## src/rtl/bbsram_pkg.sv

```systemverilog
package bbsram_pkg;

    typedef enum logic [2:0] {
        ST_SEAL = 3'd0,
        ST_REC  = 3'd1,
        ST_ACT  = 3'd2,
        ST_HOLD = 3'd3,
        ST_FAIL = 3'd4
    } gate_st_e;

    // all asynchronous inputs, synchronized as one word
    typedef struct packed {
        logic ce_n;
        logic tol;
        logic below5;
        logic below10;
        logic below_bat;
        logic bat1_low;
        logic bat2_low;
        logic bat2_present;
        logic bat2_higher;
    } flags_t;

    localparam int unsigned FLAGS_W = $bits(flags_t);

    // safe view before the first sample: supply absent, host idle
    localparam flags_t FLAGS_RST = '{
        ce_n: 1'b1, tol: 1'b0, below5: 1'b1, below10: 1'b1,
        below_bat: 1'b1, bat1_low: 1'b0, bat2_low: 1'b0,
        bat2_present: 1'b0, bat2_higher: 1'b0
    };

    localparam int unsigned CYC_W       = 2;
    localparam int unsigned CYC_BLOCKED = 1;  // completed cycles before the refused one
    localparam int unsigned CYC_SAT     = 2;

    function automatic logic pick_fail(input flags_t f);
        return f.tol ? f.below10 : f.below5;
    endfunction

    function automatic logic pick_bat_low(input flags_t f);
        if (f.bat2_present && f.bat2_higher)
            return f.bat2_low;
        return f.bat1_low;
    endfunction

endpackage

```

## src/rtl/bbsram_sync.sv

```systemverilog
module bbsram_sync #(
    parameter int unsigned          W       = 1,
    parameter int unsigned          STAGES  = 2,
    parameter logic [W-1:0]         RST_VAL = '0
) (
    input  logic         clk,
    input  logic         rst,
    input  logic [W-1:0] d,
    output logic [W-1:0] q
);
    logic [W-1:0] stg [STAGES];

    for (genvar i = 0; i < STAGES; i++) begin : g_stage
        if (i == 0) begin : g_first
            always_ff @(posedge clk) begin
                if (rst) stg[i] <= RST_VAL;
                else     stg[i] <= d;
            end
        end else begin : g_next
            always_ff @(posedge clk) begin
                if (rst) stg[i] <= RST_VAL;
                else     stg[i] <= stg[i-1];
            end
        end
    end

    assign q = stg[STAGES-1];
endmodule

```

## src/rtl/bbsram_bat_check.sv

```systemverilog
module bbsram_bat_check
    import bbsram_pkg::*;
(
    input  logic   clk,
    input  logic   rst,
    input  logic   load,
    input  flags_t flags,
    output logic   bat_low_q
);
    logic in_use_low;

    assign in_use_low = pick_bat_low(flags);

    always_ff @(posedge clk) begin
        if (rst)       bat_low_q <= 1'b0;
        else if (load) bat_low_q <= in_use_low;
    end


    batlow_hold_chk: assert property (@(posedge clk) disable iff (rst)
        !load |=> $stable(bat_low_q));
endmodule

```

## src/rtl/bbsram_cycle_ctr.sv

```systemverilog
module bbsram_cycle_ctr
    import bbsram_pkg::*;
(
    input  logic clk,
    input  logic rst,
    input  logic clr,
    input  logic en,
    input  logic ce_n_s,
    input  logic bat_low,
    output logic blk
);
    logic             ce_prev;
    logic [CYC_W-1:0] cnt;
    logic             ce_rise;

    assign ce_rise = ce_n_s && !ce_prev;

    always_ff @(posedge clk) begin
        if (rst) ce_prev <= 1'b1;
        else     ce_prev <= ce_n_s;
    end

    always_ff @(posedge clk) begin
        if (rst || clr)
            cnt <= '0;
        else if (en && ce_rise && cnt != CYC_W'(CYC_SAT))
            cnt <= cnt + 1'b1;
    end

    assign blk = bat_low && (cnt == CYC_W'(CYC_BLOCKED));


    cyc_sat_chk: assert property (@(posedge clk) disable iff (rst)
        (cnt == CYC_W'(CYC_SAT) && !clr) |=> cnt == CYC_W'(CYC_SAT));
endmodule

```

## src/rtl/bbsram_rec_timer.sv

```systemverilog
module bbsram_rec_timer #(
    parameter int unsigned REC_CYCLES = 8_000_000
) (
    input  logic clk,
    input  logic rst,
    input  logic run,
    output logic done
);
    localparam int unsigned RW = (REC_CYCLES > 1) ? $clog2(REC_CYCLES) : 1;

    logic [RW-1:0] cnt;

    assign done = run && (cnt == RW'(REC_CYCLES - 1));

    always_ff @(posedge clk) begin
        if (rst || !run) cnt <= '0;
        else if (!done)  cnt <= cnt + 1'b1;
    end


    rec_clear_chk: assert property (@(posedge clk) disable iff (rst)
        !run |=> cnt == '0);
endmodule

```

## src/rtl/bbsram_ce_gate.sv

```systemverilog
module bbsram_ce_gate
    import bbsram_pkg::*;
#(
    parameter int unsigned REC_CYCLES  = 8_000_000,
    parameter int unsigned SYNC_STAGES = 2
) (
    input  logic clk,
    input  logic rst,
    input  logic ce_n_in,
    input  logic tol_sel,
    input  logic sup_below_5,
    input  logic sup_below_10,
    input  logic sup_below_bat,
    input  logic bat1_low,
    input  logic bat2_low,
    input  logic bat2_present,
    input  logic bat2_higher,
    output logic ce_n_out,
    output logic backup_en,
    output logic seal_active,
    output logic bat_low_stat
);
    flags_t   raw_f, s_f;
    gate_st_e st, nxt;
    logic     fail, rec_done, enter_rec, blk, backup_q;

    assign raw_f = '{
        ce_n: ce_n_in, tol: tol_sel, below5: sup_below_5,
        below10: sup_below_10, below_bat: sup_below_bat,
        bat1_low: bat1_low, bat2_low: bat2_low,
        bat2_present: bat2_present, bat2_higher: bat2_higher
    };

    bbsram_sync #(
        .W       (FLAGS_W),
        .STAGES  (SYNC_STAGES),
        .RST_VAL (FLAGS_RST)
    ) u_sync (
        .clk (clk),
        .rst (rst),
        .d   (raw_f),
        .q   (s_f)
    );

    assign fail = pick_fail(s_f);

    bbsram_rec_timer #(.REC_CYCLES(REC_CYCLES)) u_rec (
        .clk  (clk),
        .rst  (rst),
        .run  (st == ST_REC),
        .done (rec_done)
    );

    always_comb begin
        nxt = st;
        unique case (st)
            ST_SEAL: if (!fail) nxt = ST_REC;
            ST_REC:  if (fail) nxt = ST_FAIL;
                     else if (rec_done) nxt = ST_ACT;
            ST_ACT:  if (fail) nxt = s_f.ce_n ? ST_FAIL : ST_HOLD;
            ST_HOLD: if (s_f.ce_n) nxt = ST_FAIL;
            ST_FAIL: if (!fail) nxt = ST_REC;
            default: nxt = ST_SEAL;
        endcase
    end

    always_ff @(posedge clk) begin
        if (rst) st <= ST_SEAL;
        else     st <= nxt;
    end

    assign enter_rec = (nxt == ST_REC) && (st != ST_REC);

    bbsram_bat_check u_bat (
        .clk       (clk),
        .rst       (rst),
        .load      (enter_rec),
        .flags     (s_f),
        .bat_low_q (bat_low_stat)
    );

    bbsram_cycle_ctr u_cyc (
        .clk     (clk),
        .rst     (rst),
        .clr     (enter_rec),
        .en      (st == ST_ACT),
        .ce_n_s  (s_f.ce_n),
        .bat_low (bat_low_stat),
        .blk     (blk)
    );

    always_ff @(posedge clk) begin
        if (rst) backup_q <= 1'b0;
        else     backup_q <= (st != ST_SEAL) && (nxt != ST_SEAL) && s_f.below_bat;
    end

    always_comb begin
        unique case (st)
            ST_SEAL:         ce_n_out = 1'b0;
            ST_ACT, ST_HOLD: ce_n_out = ce_n_in | blk;
            default:         ce_n_out = 1'b1;
        endcase
    end

    assign backup_en   = backup_q;
    assign seal_active = (st == ST_SEAL);


    seal_out_chk: assert property (@(posedge clk) disable iff (rst)
        seal_active |-> (!ce_n_out && !backup_en));

    recov_lock_chk: assert property (@(posedge clk) disable iff (rst)
        (st == ST_REC) |-> ce_n_out);

    fail_prot_chk: assert property (@(posedge clk) disable iff (rst)
        (st == ST_FAIL) |-> ce_n_out);

    hold_pass_chk: assert property (@(posedge clk) disable iff (rst)
        (st == ST_HOLD && !ce_n_in && !blk) |-> !ce_n_out);

    backup_seal_chk: assert property (@(posedge clk) disable iff (rst)
        $rose(backup_en) |-> !seal_active);
endmodule

```

## config.mk

```make
export PLATFORM = sky130hd
export DESIGN_NAME = bbsram_ce_gate
export DESIGN_NICKNAME = d
export VERILOG_FILES = /design/src/rtl/bbsram_pkg.sv /design/src/rtl/bbsram_sync.sv /design/src/rtl/bbsram_bat_check.sv /design/src/rtl/bbsram_cycle_ctr.sv /design/src/rtl/bbsram_rec_timer.sv /design/src/rtl/bbsram_ce_gate.sv
export SDC_FILE = /design/constraint.sdc
export NUM_CORES = 1
export LEC_CHECK = 0
export ABC_AREA = 1
export BUFFER_PORTS_ARGS = -buffer_cell sky130_fd_sc_hd__buf_4
export CAP_MARGIN = 20
export CELL_PAD_IN_SITES_DETAIL_PLACEMENT = 1
export CELL_PAD_IN_SITES_GLOBAL_PLACEMENT = 2
export CORE_UTILIZATION = 36
export CTS_BUF_LIST = sky130_fd_sc_hd__clkbuf_2
export DETAILED_ROUTE_END_ITERATION = 8
export HOLD_SLACK_MARGIN = 0.15
export PLACE_DENSITY = 0.92
export SLEW_MARGIN = 0
export SYNTH_ARGS = -nofsm -noshare
export SYNTH_HDL_FRONTEND = slang
export SYNTH_SLANG_ARGS = --single-unit
export TNS_END_PERCENT = 30
```

## constraint.sdc

```tcl
create_clock -name clk -period 2.1 [get_ports clk]
set_input_delay 0.105 -clock clk [delete_from_list [all_inputs] [get_ports clk]]
set_output_delay 0.105 -clock clk [all_outputs]
set_load 0.02 [all_outputs]
```

==> reports/qor.csv <==
metric,value,unit
Root Buffer,clkbuf_2,
slowest CP cell,dfxtp_1,
layout cells sized above 1,13.9,%
die area,0.00675,sq mm
number of remaining DRC errors,0,
Worst Path Max Fanout,8,
total number of vias,2118,
Worst path max stage delay,500,ps
Max-Cap Viols,0,
clock skew,36.1,ps
Post-DP Area,0.00251,sq mm
RSZ-0062 raised after global routing,no,
Synth Instances,322,
GR Util All Layers,19.0,%
Final Hold Viols,0,
fmax,0.561,GHz
initial DRC count,66,
HP Class,register to register,
flop and latch count out of synthesis,49,
worst slew pin tran,471,ps
worst-skew pair later-pin latency,450,ps
first-pass GRT wire length,9530,um
CP Launch Type,register,
FF-to-FF End,u_rec.cnt[9]$_SDFFE_PP0N_,
Worst VDD drop,0.333,mV
synth top area cells,"dfxtp_1 42%, nand2_1 11%, nor2_1 8.6%",
# fillers,776,
nets@finish,374,
CTS tree,done,
Final Cell Area,0.00275,sq mm
Worst Setup End Kind,register,
slew margin rel.,68.4,%
Avg Inst Size Synth,7.19,sq um
leakage,1.05,nW
sequential area share after synthesis,42.4,%
Worst R2R Path Depth,8,
"top cells by count, synth","69 x nand2_1, 53 x nor2_1, 49 x dfxtp_1",
Setup Viol. Count Final,0,
worst r2r src,u_rec.cnt[0]$_SDFFE_PP0N_,
H-Tree Depth,2,
core area,0.00606,sq mm
hold path endpoint,u_sync.stg[1][2]$_SDFF_PP0_,
crit path DAT,2120,ps
CTS sink cnt,49,
pins over their slew limit,0,
number of global-route vias before repair,2036,
ys flop type,dfxtp_1,
area delta synth->final,18.6,%
Post-CTS Resized,0,
ANT cells,0,
critical path depth,8,
critical-path cell list,ha_1 > nand3_2 > inv_2 > nand2_4 > nor3_4 > nand3_4 > nand2_1 > nor2_1,
wire length per cell,13.3,um
FP Rows,28,
Placer Congestion,0.775,
vias per cell,4.86,
r2r setup slk,320,ps
drt pass-1 iters,4,
grt ovf,0,
synthesized net count,336,
worst setup path class,register to register,
Starting Density,38.2,%
Routed WL,5810,um
unique cell type count in the Yosys netlist,32,
post-synth top area share,42.4,%
Worst Min Path Start,u_sync.stg[0][2]$_SDFF_PP0_,
Post-synth EDFFs,0,
worst path bufs/invs,1,
initial antenna violation count,0,
Hold Path Stages,2,
critical path data required time,2430,ps
asr flop ratio synth,0,%
Hold WS,426,ps
YS warnings,0,
DP HPWL,4240,um
Inserted Clock Buffers,5,
Post-Syn Area,0.00231,sq mm
Die Y,82.2,um
I/O pin cnt,15,
Post-CTS Setup Bufs,0,
Die W,82.2,um
CTS max path bufs,2,
fin crit period,1780,ps
family with the most delay on the worst path,simple AND/OR/NAND/NOR gates,
post-synth top area cell,dfxtp_1,
largest net degree at the start of global routing,24,
clk slew on worst S/H paths,230,ps
most frequent cell after synthesis,nand2_1,
fin crit share,84.9,%
PortBufs,14,
Antenna Nets Post-Route,0,
PD cells,547,mW/mm^2
TNS Setup,0,ps
outcome,completed,
[sequential cells by signal (all words and copies together) (netlist names)]
register / cells
u_sync.stg: 18
u_cyc.ce_prev: 1
u_rec.cnt: 23
u_bat.bat_low_q: 1
st: 3
u_cyc.cnt: 2
backup_en: 1
[layer usage]
metal	vias to the layer above	global-route usage, %	routed length [um]
met1	1004	24.1	2810
met2	19	32.9	2850
met3	5	3.63	94
met4	0	4.74	61
met5	-	0	0
li1	1090	-	-
[cells in the final DEF (no fill, tap or decap), drive strengths merged]
master and n:
nand2 73, clkbuf 5, clkinv 1, xor2 3, dlygate4sd3 19, ha 3
o21a 1, nand4 10, o31ai 1, o21ai 4, nand3 18, dfxtp 49
a211oi 2, xnor2 6, o211ai 1, nand3b 2, a21boi 1, nor3 8
and2 1, inv 48, or2 10, a21oi 22, buf 15, clkinvlp 1
nor2 57
[area by class of cell]
| type | instances | area [sq um] | share of cell area (%) |
|---|---|---|---|
| Multi-Input combinational cell | 223 | 1140 | 41.7 |
| Inverter | 47 | 176 | 6.43 |
| Timing Repair Buffer | 34 | 303 | 11.0 |
| Tap cell | 75 | 93.8 | 3.42 |
| Clock buffer | 5 | 25.0 | 0.912 |
| Clock inverter | 3 | 21.3 | 0.775 |
| Sequential cell | 49 | 981 | 35.7 |
[where the power goes]
part / total, W / internal (W) / switching [W]
sequential: 0.000965 / 0.000955 / 0.0000107
combinational: 0.000124 / 0.0000628 / 0.0000614
clock: 0.000412 / 0.0000848 / 0.000327
total: 0.00150 / 0.00110 / 0.000400
[how the worst max path moves through the flow]
stage,from,to
after floorplan,u_rec.cnt[0]$_SDFFE_PP0N_,u_rec.cnt[9]$_SDFFE_PP0N_
after global placement,u_rec.cnt[0]$_SDFFE_PP0N_,backup_en$_SDFF_PP0_
after detailed placement,u_rec.cnt[0]$_SDFFE_PP0N_,u_rec.cnt[9]$_SDFFE_PP0N_
after CTS,u_rec.cnt[0]$_SDFFE_PP0N_,u_rec.cnt[8]$_SDFFE_PP0N_
after global routing,u_rec.cnt[0]$_SDFFE_PP0N_,backup_en$_SDFF_PP0_
final,u_rec.cnt[0]$_SDFFE_PP0N_,u_rec.cnt[9]$_SDFFE_PP0N_
[worst register-to-register path, delay by kind of cell (launching register included)]
family                     cells  cell delay, ps
DFF                            1             500
buffers and inverters          1             120
adders and majority gates      1             340
and+or+nand+nor                6             740
[cells by family (layout without fill, tap and decap cells)]
logic type | after synthesis | count (layout) | share of synthesized area (%)
simple gates | 179 | 179 | 36.7
buf+inv | 50 | 89 | 8.16
flops | 49 | 49 | 42.4
compound gates | 32 | 32 | 7.73
xor+xnor | 9 | 9 | 3.41
fa+ha+maj | 3 | 3 | 1.62
[per-stage QoR]
stage                     total power (W)  std cells  util (%)  setup slack, ps
final                             0.00150        436      45.3              318
after global placement            0.00107        409      41.4              379
after detailed placement          0.00108        409      41.4              348
after floorplan                   0.00104        322         -              568
after CTS                         0.00151        436      45.3              322
after global routing              0.00157        436      45.3              106
[timing repair]
action | CTS | global route
endpoints found under the setup margin | 0 | 0
hold endpoints to repair | 23 | 0
hold buffers | 19 | 0
Note: power is estimated with default switching activity, not from simulation.
